**src/rtl/qdec_pkg.sv**
```systemverilog
package qdec_pkg;

  localparam int unsigned POS_W = 16;

  typedef logic [1:0] qstate_t;   // {A,B}

  // 1 = forward: new A equals previously stored B
  function automatic logic qd_is_fwd(input qstate_t cur, input qstate_t prev);
    return ~(cur[1] ^ prev[0]);
  endfunction

  function automatic logic [POS_W-1:0] qd_next_pos(input logic [POS_W-1:0] pos,
                                                   input logic fwd);
    return fwd ? pos + 1'b1 : pos - 1'b1;
  endfunction

endpackage

```
**src/rtl/qdec_sync.sv**
```systemverilog
module qdec_sync #(
  parameter int unsigned WIDTH  = 2,
  parameter int unsigned STAGES = 2
) (
  input  logic             clk,
  input  logic             rst_n,
  input  logic [WIDTH-1:0] async_i,
  output logic [WIDTH-1:0] sync_o
);
  logic [WIDTH-1:0] chain_q [STAGES];

  generate
    for (genvar s = 0; s < STAGES; s++) begin : g_stage
      if (s == 0) begin : g_first
        always_ff @(posedge clk or negedge rst_n) begin
          if (!rst_n) chain_q[s] <= '0;
          else        chain_q[s] <= async_i;
        end
      end else begin : g_next
        always_ff @(posedge clk or negedge rst_n) begin
          if (!rst_n) chain_q[s] <= '0;
          else        chain_q[s] <= chain_q[s-1];
        end
      end
    end
  endgenerate

  assign sync_o = chain_q[STAGES-1];
endmodule

```
**src/rtl/qdec_step.sv**
```systemverilog
module qdec_step
  import qdec_pkg::*;
(
  input  logic    clk,
  input  logic    rst_n,
  input  qstate_t cur_i,
  input  logic    tick_i,
  output logic    fire_o,
  output logic    fwd_o,
  output logic    step_o,
  output logic    dir_o
);
  qstate_t prev_q;
  logic    differ_w;

  assign differ_w = (cur_i != prev_q);
  assign fire_o   = tick_i & differ_w;
  assign fwd_o    = qd_is_fwd(cur_i, prev_q);

  always_ff @(posedge clk or negedge rst_n) begin
    if (!rst_n) begin
      prev_q <= 2'b00;
      step_o <= 1'b0;
      dir_o  <= 1'b0;
    end else begin
      step_o <= fire_o;
      if (fire_o) begin
        prev_q <= cur_i;
        dir_o  <= fwd_o;
      end
    end
  end


  step_after_tick_chk: assert property (@(posedge clk) disable iff (!rst_n)
    step_o |-> $past(tick_i));


  no_step_same_chk: assert property (@(posedge clk) disable iff (!rst_n)
    (tick_i && cur_i == prev_q) |=> !step_o);


  prev_follows_chk: assert property (@(posedge clk) disable iff (!rst_n)
    fire_o |=> prev_q == $past(cur_i));
endmodule

```
**src/rtl/qdec_pos.sv**
```systemverilog
module qdec_pos
  import qdec_pkg::*;
(
  input  logic             clk,
  input  logic             rst_n,
  input  logic             fire_i,
  input  logic             fwd_i,
  input  logic             clr_i,
  output logic [POS_W-1:0] pos_o,
  output logic             changed_o
);
  always_ff @(posedge clk or negedge rst_n) begin
    if (!rst_n) begin
      pos_o     <= '0;
      changed_o <= 1'b0;
    end else begin
      if (fire_i) begin
        pos_o     <= qd_next_pos(pos_o, fwd_i);
        changed_o <= 1'b1;
      end else if (clr_i) begin
        changed_o <= 1'b0;
      end
    end
  end


  pos_up_chk: assert property (@(posedge clk) disable iff (!rst_n)
    (fire_i && fwd_i) |=> pos_o == $past(pos_o) + 16'd1);


  pos_down_chk: assert property (@(posedge clk) disable iff (!rst_n)
    (fire_i && !fwd_i) |=> pos_o == $past(pos_o) - 16'd1);


  pos_hold_chk: assert property (@(posedge clk) disable iff (!rst_n)
    !fire_i |=> $stable(pos_o));


  flag_set_chk: assert property (@(posedge clk) disable iff (!rst_n)
    fire_i |=> changed_o);


  flag_clr_chk: assert property (@(posedge clk) disable iff (!rst_n)
    (clr_i && !fire_i) |=> !changed_o);
endmodule

```
**src/rtl/qdec_top.sv**
```systemverilog
module qdec_top
  import qdec_pkg::*;
#(
  parameter int unsigned SYNC_STAGES = 2
) (
  input  logic             clk,
  input  logic             rst_n,
  input  logic             phase_a_i,
  input  logic             phase_b_i,
  input  logic             tick_i,
  input  logic             flag_clr_i,
  output logic             step_o,
  output logic             dir_o,
  output logic [POS_W-1:0] pos_o,
  output logic             changed_o
);
  qstate_t cur_w;
  logic    fire_w;
  logic    fwd_w;

  qdec_sync #(.WIDTH(2), .STAGES(SYNC_STAGES)) u_sync (
    .clk     (clk),
    .rst_n   (rst_n),
    .async_i ({phase_a_i, phase_b_i}),
    .sync_o  (cur_w)
  );

  qdec_step u_step (
    .clk    (clk),
    .rst_n  (rst_n),
    .cur_i  (cur_w),
    .tick_i (tick_i),
    .fire_o (fire_w),
    .fwd_o  (fwd_w),
    .step_o (step_o),
    .dir_o  (dir_o)
  );

  qdec_pos u_pos (
    .clk       (clk),
    .rst_n     (rst_n),
    .fire_i    (fire_w),
    .fwd_i     (fwd_w),
    .clr_i     (flag_clr_i),
    .pos_o     (pos_o),
    .changed_o (changed_o)
  );


  step_matches_flag_chk: assert property (@(posedge clk) disable iff (!rst_n)
    step_o |-> changed_o);
endmodule

```
**config.mk**
```make
export PLATFORM = sky130hd
export DESIGN_NAME = qdec_top
export DESIGN_NICKNAME = d
export VERILOG_FILES = /design/src/rtl/qdec_pkg.sv /design/src/rtl/qdec_sync.sv /design/src/rtl/qdec_step.sv /design/src/rtl/qdec_pos.sv /design/src/rtl/qdec_top.sv
export SDC_FILE = /design/constraint.sdc
export NUM_CORES = 1
export LEC_CHECK = 0
export BUFFER_PORTS_ARGS = -buffer_cell sky130_fd_sc_hd__buf_4
export CORE_MARGIN = 2
export CORE_UTILIZATION = 39
export CTS_CLUSTER_DIAMETER = 50
export DETAILED_ROUTE_END_ITERATION = 7
export HOLD_SLACK_MARGIN = 0.08
export SLEW_MARGIN = 40
export SYNTH_ARGS = -nofsm -noshare
export SYNTH_HDL_FRONTEND = slang
export SYNTH_SLANG_ARGS = --single-unit
```
**constraint.sdc**
```tcl
create_clock -name clk -period 4.1 [get_ports clk]
set_clock_uncertainty 0.15 [all_clocks]
set_input_delay 0.615 -clock clk [delete_from_list [all_inputs] [get_ports clk]]
set_output_delay 0.615 -clock clk [all_outputs]
set_load 0.005 [all_outputs]
```
---- Word-level counts from Yosys, hierarchy flattened ----
Index checks and enable logic that the tools add are counted.
storage, ports and cells
  output and inout port bits .............. 19
  input bits .............................. 6
  register bits after elaboration ......... 25
cells by class
  add/sub/neg operators ................... 2
  multiplexer cells ....................... 3
  equality and inequality tests ........... 1
  bitwise operators ....................... 3
  reductions and logical operators ........ 1
operator list
  cell                                                                   count
  16-bit by 1-bit adder with 16-bit output (second input constant)       1
  16-bit 2-to-1 mux                                                      1
  16-bit by 1-bit subtractor with 16-bit output (second input constant)  1
  1-bit 2-to-1 mux                                                       2
  2-bit != test                                                          1
  2-bit nonzero test                                                     1
  1-bit AND                                                              1
  1-bit NOT                                                              1
  1-bit XOR                                                              1

---- Depth between registers and ports, before layout ----
Gate-level depths: netlist of run 1.
  word-level depth ........................ 3
  gate-level depth with buffers ........... 9

---- Hierarchy ----
Synthesis of run 1 repeated with hierarchy kept, for this count alone.
second synthesis, totals
  cells, all modules ...................... 178
  area, all modules ....................... 1761.7 um^2
modules (own cells, without submodules)
  module     times used  cells an instance  area an instance (um^2)  sequential area each (um^2)
  qdec_pos   1           150                1401.3                   425.4
  qdec_step  1           22                 245.2                    100.1
  qdec_sync  1           6                  115.1                    100.1

---- Worst setup path after synthesis of run 1 ----
No wires, ideal clock.
  path type ............................... register -> register
  start ................................... register u_step.prev_q[0]
  end ..................................... register u_pos.pos_o[12]
  data required time ...................... 3.881 ns
  cell stages (with the launch flop) ...... 9
  setup time .............................. 0.069 ns
  path slack .............................. 0.800 ns
  arrival ................................. 3.080 ns
  path through ............................ dfrtp_1 -> xor2_1 -> ha_1 -> nor2b_1 -> o211ai_1 -> a21oi_1 -> o21a_1 -> or4b_2 -> nand3_1
on the way
  cells in the longest elaborated chain, start to end .. 2
  elaborated cells between the ends (all ways) .. 4
  classes of those cells .................. eq/ne: 1; mux: 1; bitwise: 2
ends and longest elaborated chain
  element                                                RTL line                         text
  from (decl)                                            qdec_step.sv:13                  qstate_t prev_q;
  from (signal assigned)                                 qdec_step.sv:28                  prev_q <= cur_i;
  2-bit != test / 1-bit XOR (equally long branches)      qdec_step.sv:16, qdec_pkg.sv:9
  1-bit AND / 16-bit 2-to-1 mux (equally long branches)  qdec_step.sv:17, qdec_pkg.sv:14
  to (signal assigned)                                   qdec_pos.sv:18                   pos_o <= qd_next_pos(pos_o, fwd_i);
  to (decl)                                              qdec_pos.sv:9                    output logic [POS_W-1:0] pos_o,
Several ways; a longest one is shown, not always the timed one.
A chain may end at the register's enable or synchronous reset.

---- Final worst setup path of run 1 ----
  start ................................... register u_step.prev_q[0]
  end ..................................... register u_pos.pos_o[15]
Same word-level chain as after synthesis.

==> results of run 1 <==
## registers in the layout (all words and copies together) (netlist names)
| name | count |
|---|---|
| u_pos.pos_o | 16 |
| u_step.prev_q | 2 |
| u_sync.chain_q | 2 |
| u_sync.sync_o | 2 |
| u_pos.changed_o | 1 |
| u_step.dir_o | 1 |
| u_step.step_o | 1 |
## area by class of cell
class | instances | area [um^2]
clock buffers | 3 | 41.29
clock inverters | 1 | 7.507
fillers | 392 | 2117
inverters | 8 | 30.03
multi-input cells | 138 | 978.4
flip-flops and latches | 25 | 625.6
well taps | 50 | 62.56
repair buffers | 26 | 195.2
## layout by cell type, fill, tap and decap left out, types with 3 or more instances in the layout
cell type	instances
a21oi_1	9
and3_1	4
buf_4	26
clkbuf_8	3
dfrtp_1	25
ha_1	15
inv_1	7
nand2_1	23
nand2b_1	3
nand3_1	8
nand4_1	3
nor2_1	4
nor3_1	5
o21ai_0	17
o31ai_1	3
xnor2_1	5
xor2_1	6
## kinds of logic (layout without fill, tap and decap cells)
logic type               count (synthesis)  count (layout)  share of synthesized area
XOR/XNOR                                11              11                    0.05794
flip-flops                              25              25                     0.3762
AND/OR/NAND/NOR                         56              56                     0.1701
adder cells (fa/ha/maj)                 16              16                     0.1249
AO/OA/AOI/OAI                           51              51                     0.2077
buffers and inverters                   16              38                    0.03762
multiplexers                             4               4                    0.02558
## power by group
part           internal, mW  switching, mW
combinational         0.424          0.492
clock                0.0692         0.0888
sequential            0.336         0.0776
total                 0.829          0.658
## layer usage
layer | share of wire | global-route usage | wire length, um
met5 | 0 | 0 | 0
met4 | 0.0096 | 0.04793 | 35
met3 | 0.033 | 0.02762 | 122
met2 | 0.47 | 0.2618 | 1724
met1 | 0.48 | 0.2176 | 1766
## path summary, 6_finish.rpt
kind | endpoint | slack, ps | startpoint
min reg2reg | u_sync.sync_o[1] | 220 | u_sync.chain_q[3]
min in group clk | u_sync.sync_o[1] | 220 | u_sync.chain_q[3]
min | u_pos.pos_o[13] | 80 | rst_n
max reg2reg | u_pos.pos_o[15] | 1130 | u_step.prev_q[0]
max | u_pos.pos_o[15] | 1130 | u_step.prev_q[0]
max in group asynchronous | u_pos.pos_o[0] | 3470 | rst_n
==> metrics.log, run 1 <==
INFO  metric outcome = finished clean
INFO  metric syn_avg_cell_area = slightly above 9 um^2
INFO  metric post_route_cells_drive_above_1_share = 0.2040
INFO  metric min_period_over_period = 0.7247
INFO  metric post_layout_nonfiller_instances = 251
INFO  metric numPlacedInstances = 247
INFO  metric synthDistinctLibCells = 40
INFO  metric postCtsHoldBufs = 0
INFO  metric postCtsResizedCells = 0
INFO  metric clock_sink_count = 25
INFO  metric tritoncts_clock_tree = yes
INFO  metric fin_crit = between 2000 and 3000 ps
INFO  metric initial_core_util = 0.4098
INFO  metric timing.reg2reg.worst_path_depth = 9
INFO  metric hold_wc_path_type = primary input to async pin
INFO  metric cp_top_family = compound AO/OA/AOI/OAI gates
INFO  metric critical_path_required = 4160 ps
INFO  metric synth-seq-area-share = 0.3762
INFO  metric die_x = approximately 69 um
INFO  metric wire_length_of_the_first_global_routing_pass = ~6400 um
INFO  metric ys_top_cells_by_area = dfrtp_1 38%, ha_1 11%, nand2_1 5.2%, o21ai_0 5.1%, xor2_1 3.2%
INFO  metric core = between 4000 and 5000 um^2
INFO  metric total_global_routing_track_utilization = 0.1604
INFO  metric ys_dominant_reg_cell = dfrtp_1
INFO  metric worst_slew_margin_rel = 0.6999
INFO  metric post_synth_instance_area = roughly 1700 um^2
INFO  metric route.antenna.remaining_nets = 0
INFO  metric cellPowerDensity = 766.5 nW/um^2
INFO  metric critical_path_cell_count = 9
INFO  metric power.leakage = ~0.89 nW
INFO  metric die_area = ~4800 um^2
INFO  metric critPathKind = flip-flop to flip-flop
INFO  metric number_of_buffers_inserted_by_port_buffering = 24
INFO  metric yosysTopAreaCellShare = 0.3762
INFO  metric detail_route.vias_per_cell = around 5.6
INFO  metric pin_count_of_the_biggest_net_entering_global_routing = between 40 and 50
INFO  metric clockRootBuffer = clkbuf_8
INFO  metric preCtsSetupSlack = 1147 ps
INFO  metric ys_async_sr_fraction = 1.000
INFO  metric cts_setup_buffers = 0
INFO  metric dp_hpwl = 2630 um
INFO  metric synth_commonest_cells = 25 x dfrtp_1, 23 x nand2_1, 17 x o21ai_0
INFO  metric number_of_antenna_violations_at_the_first_check_in_global_routing = 0
INFO  metric synth.ff_latch_count = 25
INFO  metric timing.fmax = 336.6 MHz
INFO  metric fin_setup_tns = 0 ps
INFO  metric vdd_drop_max = ~270 uV
INFO  metric top_level_ports = 25
INFO  metric worstPathArrival = 3030 ps
INFO  metric syn-instance-count = 179
INFO  metric setup_ws = 1129 ps
INFO  metric clock_latency = 280 ps
INFO  metric cp_cell_sequence = xor2_1, buf_4, ha_1, and3_1, a211oi_2, or4_4, a21o_1, a2111o_1, o211ai_2
INFO  metric yosysWarnings = 0
INFO  metric syn_to_final_growth = 16.70%
INFO  metric setup.worst_path.start_class = flip-flop
INFO  metric clkSlewWorstSetupHoldPaths = 100 ps
INFO  metric fin_area = about 1900 um^2
INFO  metric number_of_flops_mapped_to_enable_cells_by_yosys = 0
INFO  metric buffer_and_inverter_count_on_the_worst_path = 1
INFO  metric holdWs = about 77 ps
INFO  metric gp_routability_congestion = between 0.8 and 0.9
INFO  metric cts.htree.levels = 1
INFO  metric final_core_util = 0.4783
INFO  metric design.final.nets = 224
INFO  metric postSynthNetCount = 201
INFO  metric clk_path_buf_depth = 2
INFO  metric synth_largest_area_cell = dfrtp_1
INFO  metric placementRows = 23
INFO  metric max_cap_viol_count = 0
INFO  metric die_height = 69.30 um
INFO  metric drt-initial-drc-count = between 40 and 50
INFO  metric cp_slowest_cell = or4_4
INFO  metric synthMostInstantiatedCell = dfrtp_1
INFO  metric length_of_the_first_detailed_routing_pass_in_iterations = 4
INFO  metric rsz0062_at_grt = no
INFO  metric timing_max_transition_violations_final = 0
INFO  metric placed_area = 1892 um^2
INFO  metric avgRoutedWirePerCell = approximately 15 um
INFO  metric detail_route.drc_violations = 0
INFO  metric insertedDiodeCount = 0
INFO  metric drt-total-wl = 3649 um
INFO  metric report.final.hold_viol_count = 0
INFO  metric via_count_of_the_first_global_routing_pass = around 1400
INFO  metric tritoncts.num_buffers = 3
INFO  metric crit_end_element = flip-flop
INFO  metric grt_overflow = 0
INFO  metric critical_path_maximum_fanout = 22
INFO  metric critical_path_max_stage_delay = 560 ps
INFO  metric worst_pin_slew = between 400 and 500 ps
INFO  metric totalPowerFinal = 1.487 mW
INFO  metric total_vias_in_the_final_route = 1410
INFO  metric setup_viol = 0
Note: power is estimated with default switching activity, not from simulation.
==> run 2: changes to the inputs <==
==> constraint.sdc (replaced) <==
create_clock -name clk -period 2.8 [get_ports clk]
set_clock_uncertainty 0.15 [all_clocks]
set_input_delay 0.42 -clock clk [delete_from_list [all_inputs] [get_ports clk]]
set_output_delay 0.42 -clock clk [all_outputs]
set_load 0.005 [all_outputs]
==> run 2 against run 1 <==
Design area grew 30%; count of clock-buffer cells in the layout did not move; sequential share of layout area shrank 7.3 points; utilization is 14 points higher; total power rose by 93%.
==> metrics.log, run 2 (synthesis results as in run 1) <==
INFO  metric die_area = about 4800 um^2
INFO  metric length_of_the_first_detailed_routing_pass_in_iterations = 4
INFO  metric vdd_drop_max = 641.7 uV
INFO  metric via_count_of_the_first_global_routing_pass = between 1500 and 2000
INFO  metric cp_slowest_cell = or4_4
INFO  metric tritoncts.num_buffers = 3
INFO  metric cp_cell_sequence = buf_12, xor2_4, buf_8, ha_4, nand3_2, or4_4, a21o_1, a2111o_1, o211ai_2
INFO  metric rsz0062_at_grt = yes
INFO  metric tritoncts_clock_tree = yes
INFO  metric outcome = finished clean
INFO  metric die_x = ~69 um
INFO  metric fin_setup_tns = 0 ps
INFO  metric power.leakage = 1.107 nW
INFO  metric cellPowerDensity = 1139 nW/um^2
INFO  metric critPathKind = flip-flop to flip-flop
INFO  metric largest_register_ffs = 16
INFO  metric clockRootBuffer = clkbuf_8
INFO  metric clk_path_buf_depth = 2
INFO  metric clock_sink_count = 25
INFO  metric totalPowerFinal = around 2.9 mW
INFO  metric grt_overflow = 0
INFO  metric timing.rr.end = u_pos.pos_o[15]
INFO  metric core = 4058 um^2
INFO  metric total_vias_in_the_final_route = between 1500 and 2000
INFO  metric drt-total-wl = between 4000 and 5000 um
INFO  metric avgRoutedWirePerCell = about 15 um
INFO  metric timing.fmax = approximately 360 MHz
INFO  metric timing.reg2reg.worst_path_depth = 9
INFO  metric clock_latency = roughly 270 ps
INFO  metric drt-initial-drc-count = 109
INFO  metric cts.htree.levels = 1
INFO  metric crit_end_element = flip-flop
INFO  metric buffer_and_inverter_count_on_the_worst_path = 2
INFO  metric total_global_routing_track_utilization = 0.1784
INFO  metric critical_path_required = roughly 2900 ps
INFO  metric top_level_ports = 25
INFO  metric holdWs = 105.2 ps
INFO  metric insertedDiodeCount = 0
INFO  metric report.final.hold_viol_count = 0
INFO  metric regMostFlops = u_pos.pos_o
INFO  metric numPlacedInstances = roughly 270
INFO  metric setup_viol = 0
INFO  metric timing_max_transition_violations_final = 0
INFO  metric critical_path_max_stage_delay = 530 ps
INFO  metric die_height = a little under 70 um
INFO  metric number_of_buffers_inserted_by_port_buffering = 24
INFO  metric hold_wc_path_type = primary input to flip-flop
INFO  metric post_route_cells_drive_above_1_share = 0.4417
INFO  metric clkSlewWorstSetupHoldPaths = 100 ps
INFO  metric final_core_util = 0.6213
INFO  metric min_to = u_sync.chain_q[2]
INFO  metric wire_length_of_the_first_global_routing_pass = roughly 7200 um
INFO  metric reg2reg_setup_slack = 30 ps
INFO  metric placementRows = 23
INFO  metric fin_crit = roughly 2800 ps
INFO  metric route.antenna.remaining_nets = 0
INFO  metric layout_commonest_cell = buf_4
INFO  metric cp_top_family = compound AO/OA/AOI/OAI gates
INFO  metric gp_routability_congestion = between 0.8 and 0.9
INFO  metric post_layout_nonfiller_instances = 290
INFO  metric setup.worst_path.start_class = flip-flop
INFO  metric initial_core_util = 0.4098
INFO  metric detail_route.vias_per_cell = between 5 and 6
INFO  metric min_period_over_period = 0.9897
INFO  metric design.final.nets = roughly 260
INFO  metric worst_slew_margin_rel = 0.6664
INFO  metric dp_hpwl = 2977 um
INFO  metric fill_cells = between 300 and 400
INFO  metric pin_count_of_the_biggest_net_entering_global_routing = between 40 and 50
INFO  metric detail_route.drc_violations = 0
INFO  metric worst_pin_slew = 494.2 ps
INFO  metric setup.worst_path.start = u_sync.sync_o[1]
INFO  metric syn_to_final_growth = 51.62%
INFO  metric critical_path_maximum_fanout = 5
INFO  metric max_cap_viol_count = 0
INFO  metric hold-path-cell-count = 1
INFO  metric critical_path.reg2reg.startpoint = u_sync.sync_o[1]
INFO  metric hold_path.startpoint = phase_b_i
INFO  metric worstPathArrival = 2820 ps
INFO  metric layout_common_cells = 60 x buf_4, 23 x nand2_1, 23 x dfrtp_1, 15 x o21ai_0, 11 x ha_4
INFO  metric number_of_antenna_violations_at_the_first_check_in_global_routing = 0
## run 2: cell types whose count changed in the layout (fill, tap and decap cells not counted), moves of 3 or more
cell	change
ha_1	-11
buf_4	+34
ha_4	+11
nand3_1	-3
a21oi_1	-3
## run 2: area by class of cell
class,instances,area [um^2],share of cell area
inverters,8,30.03,0.01191
clock inverters,1,7.507,0.002978
clock buffers,3,41.29,0.01638
flip-flops and latches,25,628.1,0.2491
multi-input cells,139,1246,0.4943
repair buffers,64,505.5,0.2005
well taps,50,62.56,0.02481
## run 2: worst max-delay path by stage
stage	end	depth (start not counted)
2_1_floorplan	u_pos.pos_o[12]	8
3_3_place_gp	u_pos.pos_o[12]	8
3_5_place_dp	u_pos.pos_o[14]	10
4_1_cts	u_pos.pos_o[15]	8
5_1_grt	u_pos.pos_o[14]	10
6_report	u_pos.pos_o[15]	9
## run 2: worst register-to-register path: stages (launching register included)
cell and delay (ps):
dfrtp_2 480, buf_12 150, xor2_4 190, buf_8 180, ha_4 290, nand3_2 80
or4_4 530, a21o_1 210, a2111o_1 380, o211ai_2 70
## run 2: layer usage
metal  vias up  global-route usage  wire (um)  part of all wire
li1        781                   -          -                 -
met1       786              0.2438       1998              0.45
met2        27              0.2981       2294              0.51
met3         6             0.02907        128             0.029
met4         0             0.03704         61             0.014
met5         -                   0          0                 0
## run 2: what timing repair did
item | in CTS | in global routing
resized for setup | 3 | 35
endpoints found under the setup margin | 4 | 6
setup buffers | 1 | 9
hold buffers | 1 | 1
endpoints found under the hold margin | 25 | 1
gates cloned | 1 | 0
pin swaps | 1 | 13
## run 2: through the flow
stage	cell area [um^2]	worst slack [ps]
finish	2521	28.85
detailed placement	2106	-127.4
global placement	2106	5.800
floorplan	1683	3.906
global route	2521	-122.3
CTS	2203	-13.24
## run 2: report_power, final
group          switching (mW)  total [mW]  internal (mW)
sequential              0.153       0.646          0.493
combinational           0.931        2.00           1.07
clock                   0.127       0.228          0.101
total                    1.21        2.87           1.66
